<file path="src/rtl/uart_dreg_pkg.sv">
package uart_dreg_pkg;
  typedef struct packed {
    logic par;
    logic frm;
    logic ovr;
  } rx_err_t;

  function automatic logic err_any(rx_err_t e);
    return e.par | e.frm | e.ovr;
  endfunction
endpackage

</file>
<file path="src/rtl/uart_dreg_rx.sv">
module uart_dreg_rx
  import uart_dreg_pkg::*;
#(
  parameter int DW = 8,
  parameter logic [DW-1:0] RX_INIT = '0
) (
  input  logic          clk,
  input  logic          rst,
  input  logic          short_word,
  input  logic          rx_done,
  input  logic [DW-1:0] rx_byte,
  input  logic          rx_par_err,
  input  logic          rx_frm_err,
  input  logic          brk_det,
  input  logic          irq_en,
  input  logic          rd,
  input  logic          err_clr,
  output logic [DW-1:0] hold,
  output logic          full,
  output logic          irq,
  output rx_err_t       err
);
  localparam int TOP = DW - 1;

  logic [DW-1:0] masked;
  logic          overrun;

  generate
    if (DW > 1) begin : g_mask
      always_comb begin
        masked = rx_byte;
        if (short_word) masked[TOP] = 1'b0;
      end
    end else begin : g_nomask
      always_comb masked = rx_byte;
    end
  endgenerate

  // a read in the same cycle consumes the old byte, so no overrun
  assign overrun = rx_done && full && !rd;

  always_ff @(posedge clk) begin
    if (rst) begin
      hold <= RX_INIT;
      full <= 1'b0;
      irq  <= 1'b0;
      err  <= '0;
    end else begin
      if (err_clr) begin
        err <= '0;
        irq <= 1'b0;
      end
      if (rd && !err_any(err)) irq <= 1'b0;
      if (rd || brk_det) full <= 1'b0;
      if (rx_done) begin
        full <= 1'b1;
        if (irq_en) irq <= 1'b1;
        if (overrun) begin
          err.ovr <= 1'b1;
        end else begin
          hold    <= masked;
          err.par <= rx_par_err;
          err.frm <= rx_frm_err;
        end
      end
    end
  end


  full_set_chk: assert property (@(posedge clk) disable iff (rst)
    rx_done |=> full);

  rd_clear_chk: assert property (@(posedge clk) disable iff (rst)
    (rd && !rx_done) |=> !full);

  brk_clear_chk: assert property (@(posedge clk) disable iff (rst)
    (brk_det && !rx_done) |=> (!full && $stable(hold)));

  overrun_keep_chk: assert property (@(posedge clk) disable iff (rst)
    (rx_done && full && !rd) |=> (err.ovr && $stable(hold)));

  irq_hold_chk: assert property (@(posedge clk) disable iff (rst)
    (rd && err_any(err) && !err_clr && !rx_done) |=> (irq == $past(irq)));

  short_top_chk: assert property (@(posedge clk) disable iff (rst)
    (short_word && rx_done && !(full && !rd)) |=> !hold[TOP]);

  irq_gate_chk: assert property (@(posedge clk) disable iff (rst)
    (!irq && !irq_en) |=> !irq);
endmodule

</file>
<file path="src/rtl/uart_dreg_tx.sv">
module uart_dreg_tx #(
  parameter int DW = 8,
  parameter logic [DW-1:0] TX_INIT = '1
) (
  input  logic          clk,
  input  logic          rst,
  input  logic          wr,
  input  logic [DW-1:0] wdata,
  input  logic          accept,
  output logic [DW-1:0] data,
  output logic          load,
  output logic          empty
);
  always_ff @(posedge clk) begin
    if (rst) begin
      data  <= TX_INIT;
      load  <= 1'b0;
      empty <= 1'b1;
    end else begin
      load <= wr;
      if (accept) empty <= 1'b1;
      if (wr) begin
        data  <= wdata;
        empty <= 1'b0;
      end
    end
  end


  load_pulse_chk: assert property (@(posedge clk) disable iff (rst)
    wr |=> (load && !empty));

  load_idle_chk: assert property (@(posedge clk) disable iff (rst)
    !wr |=> !load);

  accept_set_chk: assert property (@(posedge clk) disable iff (rst)
    (accept && !wr) |=> empty);
endmodule

</file>
<file path="src/rtl/uart_dreg_if.sv">
module uart_dreg_if
  import uart_dreg_pkg::*;
#(
  parameter int DW = 8,
  parameter logic [DW-1:0] RX_INIT = '0,
  parameter logic [DW-1:0] TX_INIT = '1
) (
  input  logic          clk,
  input  logic          rst,
  input  logic          bus_rd,
  input  logic          bus_wr,
  input  logic [DW-1:0] bus_wdata,
  output logic [DW-1:0] bus_rdata,
  input  logic          short_word,
  input  logic          rx_done,
  input  logic [DW-1:0] rx_byte,
  input  logic          rx_par_err,
  input  logic          rx_frm_err,
  input  logic          brk_det,
  input  logic          rx_irq_en,
  input  logic          err_clr,
  output logic          rx_full,
  output logic          rx_irq,
  output logic          ovr_err,
  output logic [DW-1:0] rx_valid_data,
  output logic [DW-1:0] tx_data,
  output logic          tx_load,
  output logic          tx_empty,
  input  logic          tx_accept
);
  logic [DW-1:0] hold;
  rx_err_t       err;

  uart_dreg_rx #(.DW(DW), .RX_INIT(RX_INIT)) u_rx (
    .clk(clk), .rst(rst), .short_word(short_word), .rx_done(rx_done),
    .rx_byte(rx_byte), .rx_par_err(rx_par_err), .rx_frm_err(rx_frm_err),
    .brk_det(brk_det), .irq_en(rx_irq_en), .rd(bus_rd), .err_clr(err_clr),
    .hold(hold), .full(rx_full), .irq(rx_irq), .err(err)
  );

  uart_dreg_tx #(.DW(DW), .TX_INIT(TX_INIT)) u_tx (
    .clk(clk), .rst(rst), .wr(bus_wr), .wdata(bus_wdata),
    .accept(tx_accept), .data(tx_data), .load(tx_load), .empty(tx_empty)
  );

  assign bus_rdata     = hold;
  assign ovr_err       = err.ovr;
  assign rx_valid_data = err_any(err) ? '0 : hold;


  shared_addr_chk: assert property (@(posedge clk) disable iff (rst)
    (bus_wr && !rx_done) |=> $stable(bus_rdata));
endmodule

</file>
<file path="config.mk">
export PLATFORM = sky130hd
export DESIGN_NAME = uart_dreg_if
export DESIGN_NICKNAME = d
export VERILOG_FILES = /design/src/rtl/uart_dreg_pkg.sv /design/src/rtl/uart_dreg_rx.sv /design/src/rtl/uart_dreg_tx.sv /design/src/rtl/uart_dreg_if.sv
export SDC_FILE = /design/constraint.sdc
export NUM_CORES = 1
export LEC_CHECK = 0
export ABC_AREA = 1
export BUFFER_PORTS_ARGS = -buffer_cell sky130_fd_sc_hd__buf_2
export CAP_MARGIN = 20
export CORE_UTILIZATION = 42
export DETAILED_ROUTE_END_ITERATION = 7
export PLACE_DENSITY = 0.78
export SLEW_MARGIN = 20
export SYNTH_ARGS = -nofsm -noshare
export SYNTH_HDL_FRONTEND = slang
export SYNTH_HIERARCHICAL = 1
export SYNTH_SLANG_ARGS = --single-unit
export TNS_END_PERCENT = 20
</file>
<file path="constraint.sdc">
create_clock -name clk -period 1.1 [get_ports clk]
set_input_delay 0.11 -clock clk [delete_from_list [all_inputs] [get_ports clk]]
set_output_delay 0.11 -clock clk [all_outputs]
set_load 0.03 [all_outputs]
</file>
=== Word level (Yosys, flattened, before mapping) ===
Index checks and enable logic that the tools add are counted.

* Latch bits: 0
* Memories kept: 0
* Input bits: 28
* Bits in read-only memories: 0
* Bits in writable memories: 0
* Flip-flop bits (word level): 23

* Reduce and logical (&&, ||, !) cells: 9
* Bitwise logic cells: 3
* Multipliers: 0
* $lt $le $gt $ge: 0
* Mux-type cells: 14
* Shift-type cells: 0
* Div/mod/pow operators: 0
* Equal/unequal tests: 0
* Add/sub/neg operators: 0

{| class="wikitable"
|+ Operators by type and width
! kind !! count
|-
| $mux 1 || 10
|-
| $mux 8 || 1
|-
| $mux 3 || 2
|-
| $reduce_bool 2->1 || 2
|-
| $logic_and 1x1->1 || 3
|-
| $logic_not 1->1 || 2
|-
| $mux 2 || 1
|-
| $or 1x1->1 || 2
|-
| $reduce_and 2->1 || 1
|-
| $logic_or 1x1->1 || 1
|-
| $not 1->1 || 1
|}

=== Logic depth before layout (Yosys ltp) ===
* Word-level depth: 7
* Depth in mapped cells: 7
* Depth with buffers taken out: 6

=== Cells and area by module ===
Netlist, hierarchy kept.

{| class="wikitable"
|+ By module, submodules not included
! module !! cells an instance !! instances !! sequential area each (um^2) !! area an instance (um^2)
|-
| uart_dreg_rx || 70 || 1 || 260.2 || 534.3
|-
| uart_dreg_tx || 40 || 1 || 200.2 || 345.3
|-
| uart_dreg_if || 19 || 1 || 0.0 || 73.8
|}

=== Least setup slack after synthesis ===
Ideal clock, no wire load.

* Path kind: flip-flop to output port
* Start: register u_rx/err[0] (netlist name)
* End: output port rx_valid_data[0]
* Path slack: -33 ps
* Arrival: 1,023 ps
* Stages on the path, launching flop included: 4
* Buffers on the path: 0
* Path through: dfxtp_1 -> inv_1 -> nand2_2 -> nor2_1

* Word-level cells in the longest chain between the ends: 2

{| class="wikitable"
|+ Ends and longest elaborated chain
! item !! line !! RTL
|-
| $or 1x1->1 || uart_dreg_pkg.sv:9 || <nowiki>return e.par | e.frm | e.ovr;</nowiki>
|-
| $mux 8 || uart_dreg_if.sv:48 || <nowiki>assign rx_valid_data = err_any(err) ? '0 : hold;</nowiki>
|-
| end: declaration || uart_dreg_if.sv:25 || <nowiki>output logic [DW-1:0] rx_valid_data,</nowiki>
|}

No other way between the ends.

=== Worst setup path in the final report ===
* Start: register u_rx/err[2] (netlist name)
* End: output port rx_valid_data[4]

* Word-level cells in the longest chain between the ends: 3

{| class="wikitable"
|+ Ends and longest elaborated chain
! item !! line
|-
| $or 1x1->1 (2 in a row) || uart_dreg_pkg.sv:9
|-
| $mux 8 || uart_dreg_if.sv:48
|}

No other way between the ends.

==> results_dict.tcl <==
set metrics [dict create \
    ios 57 \
    yosys_warnings 6 \
    setup_viol 8 \
    critPathKind "reg -> out" \
    grt_util_met2_pct 34.7 \
    tightest_slew_ps 261 \
    routabilityCongestion 0.785 \
    wl_per_cell_um 10.9 \
    yosysTopAreaCellShare_pct 48.3 \
    rows 16 \
    post_dp_cell_area_mm2 0.00123 \
    slew_violations 0 \
    rr_startpoint "u_rx/full$_SDFFE_PP0P_" \
    drt_pass1_iterations 4 \
    grt_busiest_layer "met2" \
    slew_headroom_pct 82.6 \
    start_kind "flop" \
    design_area_mm2 0.00137 \
    syn_inst 129 \
    hold_viol 0 \
    grtUsageTotal_pct 19.6 \
    clock_tree.root_cell "clkbuf_4" \
    antenna_found_initial 0 \
    core_mm2 0.00204 \
    ys_ff_latch 23 \
    met1_usage_pct 22.2 \
    period_minus_slack_ps 1280 \
    clock_sinks 23 \
    clock_latency_ps 300 \
    async_flop_share_pct 0 \
    fp.dieH_um 49.6 \
    num_vias 1029 \
    synth_ff_type "dfxtp_1" \
    hold_slack_ps 18.4 \
    grt_max_degree 15 \
    status "finished with violations" \
    cp_max_fo 8 \
    p_leak_nw 0.695 \
    netlist_area_um2 953 \
    setup_slack_ps -182 \
    routed_via_density 4.70 \
    cp-end-kind "primary output" \
    portBuffers 56 \
    detail_route.iter0.violations 20 \
    cts_tree "done" \
    yosysSeqAreaShare_pct 48.3 \
    timing.final.crit_share_pct 117 \
    synth-edff-count 0 \
    ant_nets 0 \
    holdPathEnd "u_tx/data[3]$_SDFFE_PP1P_" \
    nets 221 \
    fillers 187 \
    hp-start "bus_wdata[3]" \
    max-cap-violations 0 \
    synth_cell_types 15 \
    initial_core_util_pct 46.7 \
    fmax_ghz 0.780 \
    clock_path_buffers 2 \
    grt_pass1_wl_um 3730 \
    hold_path.class "in -> reg" \
    pre_cts_ws_ps 121 \
    power_density_mw_per_mm2 1260 \
    met3_usage_pct 4.01 \
    reg2reg_depth 4 \
    wl_um 2380 \
    cts_htree_levels 1 \
    critical_path.top_delay_family "simple AND/OR/NAND/NOR gates" \
    synth_most_common_cell "nand2_1" \
    cpPeakStageDelay_ps 350 \
    violations "setup timing" \
    synthTopCellsByArea "dfxtp_1 48%, nand2_1 12%, nand3_1 8.9%, nor2_1 7.5%, inv_1 5.5%" \
    drc 0 \
    synth_common_cells "31 x nand2_1, 23 x dfxtp_1, 19 x nor2_1, 17 x nand3_1, 14 x inv_1" \
    syn_area_per_cell_um2 7.39 \
    grt_setup_unrepaired "yes" \
    cp.required_ps 990 \
    crit_chain "nor2_4 -> nand2_4 -> nor2_2 -> buf_6" \
    hpwl_um 1700 \
    max-vdd-ir-drop_v 0.000868 \
    synth_area_leader_cell "dfxtp_1" \
    numCtsBuffers 3 \
    overflow 0 \
    clk_pin_slew_ps 110 \
    diodes 0 \
    crit_slowest_cell "dfxtp_2" \
    die_area_mm2 0.00246 \
    hold-path-cell-count 3 \
    syn_nets 157 \
    fin_worst_skew_ps 0.821 \
    r2r_end "u_rx/err[1]$_SDFF_PP0_" \
    rrSetupSlack_ps 120 \
    crit_path_start "u_rx/err[2]$_SDFF_PP0_" \
    area_delta_synth_final_pct 44.1 \
    die_x_um 49.6 \
    layout-drive-gt1-share_pct 40.6 \
    grt_pass1_vias 917 \
    worstPathBufferInverterCount 1 \
    arrival_ps 1170 \
]
metrics by stage:
stage	power, mW	cells	setup TNS [ps]	util, %
2_1_floorplan	1.20	129	-266	-
3_3_place_gp	1.31	209	0	60.4
3_5_place_dp	1.32	209	0	60.4
4_1_cts	1.73	217	-1340	64.6
5_1_grt	1.84	219	-1860	67.3
6_report	1.73	219	-1130	67.3
flip-flops by register name, summed over array words and instances (netlist names):
signal	cells
u_rx/err	3
u_rx/full	1
u_rx/hold	8
u_rx/irq	1
u_tx/data	8
u_tx/empty	1
u_tx/load	1
report_power, final:
part | total, mW | internal, mW | switching, mW
Clock | 0.372 | 0.141 | 0.230
Sequential | 0.917 | 0.886 | 0.0314
Combinational | 0.440 | 0.161 | 0.279
Total | 1.73 | 1.19 | 0.540
routing by layer:
layer	vias to the layer above	wire, µm
met5	-	0
met4	0	31
met3	4	169
met2	42	1220
met1	456	957
li1	527	-
worst min-delay path, stage by stage:
cell and delay (ps):
buf_2 80, nand2_1 40, nand3_1 70
cell type report:
type	count	area [µm²]	share of cell area (%)
Clock buffer	4	26.3	1.91
Inverter	16	67.6	4.92
Multi-Input combinational cell	85	400	29.1
Tap cell	27	33.8	2.46
Sequential cell	23	464	33.8
Timing Repair Buffer	64	382	27.8
cells in the final DEF, fill, tap and decap left out, types with 2 or more instances in the layout:
master	count
buf_2	48
nand2_1	31
dfxtp_1	20
nand3_1	17
nor2_1	15
inv_1	14
a21oi_1	10
buf_4	9
dlygate4sd3_1	4
nor2_2	3
clkbuf_4	3
buf_6	3
nand2_2	3
dfxtp_2	3
nor2_4	2
cells by family (layout without fill, tap and decap cells):
family                 Yosys count  in the layout  share of synthesized area (%)
AOI/OAI and AO/OA               13             13                           7.48
buffers and inverters           21             84                           12.3
DFF                             23             23                           48.3
and+or+nand+nor                 72             72                           31.9
how the worst max path moves through the flow:
stage / to / cells after the start
floorplan: rx_valid_data[0] / 3
global placement: rx_valid_data[3] / 4
detailed placement: rx_valid_data[6] / 4
global route: rx_valid_data[4] / 4
finish: rx_valid_data[4] / 4
CTS: rx_valid_data[6] / 4
what timing repair did:
item                       4_1_cts  5_1_grt
hold endpoints to repair         2        2
pin swaps                        3        2
gates cloned                     0        0
resized for setup               11       10
buffers inserted                 2        0
hold buffers                     2        2
setup endpoints to repair        8        9
No activity file was read; power rests on OpenSTA's default activity.
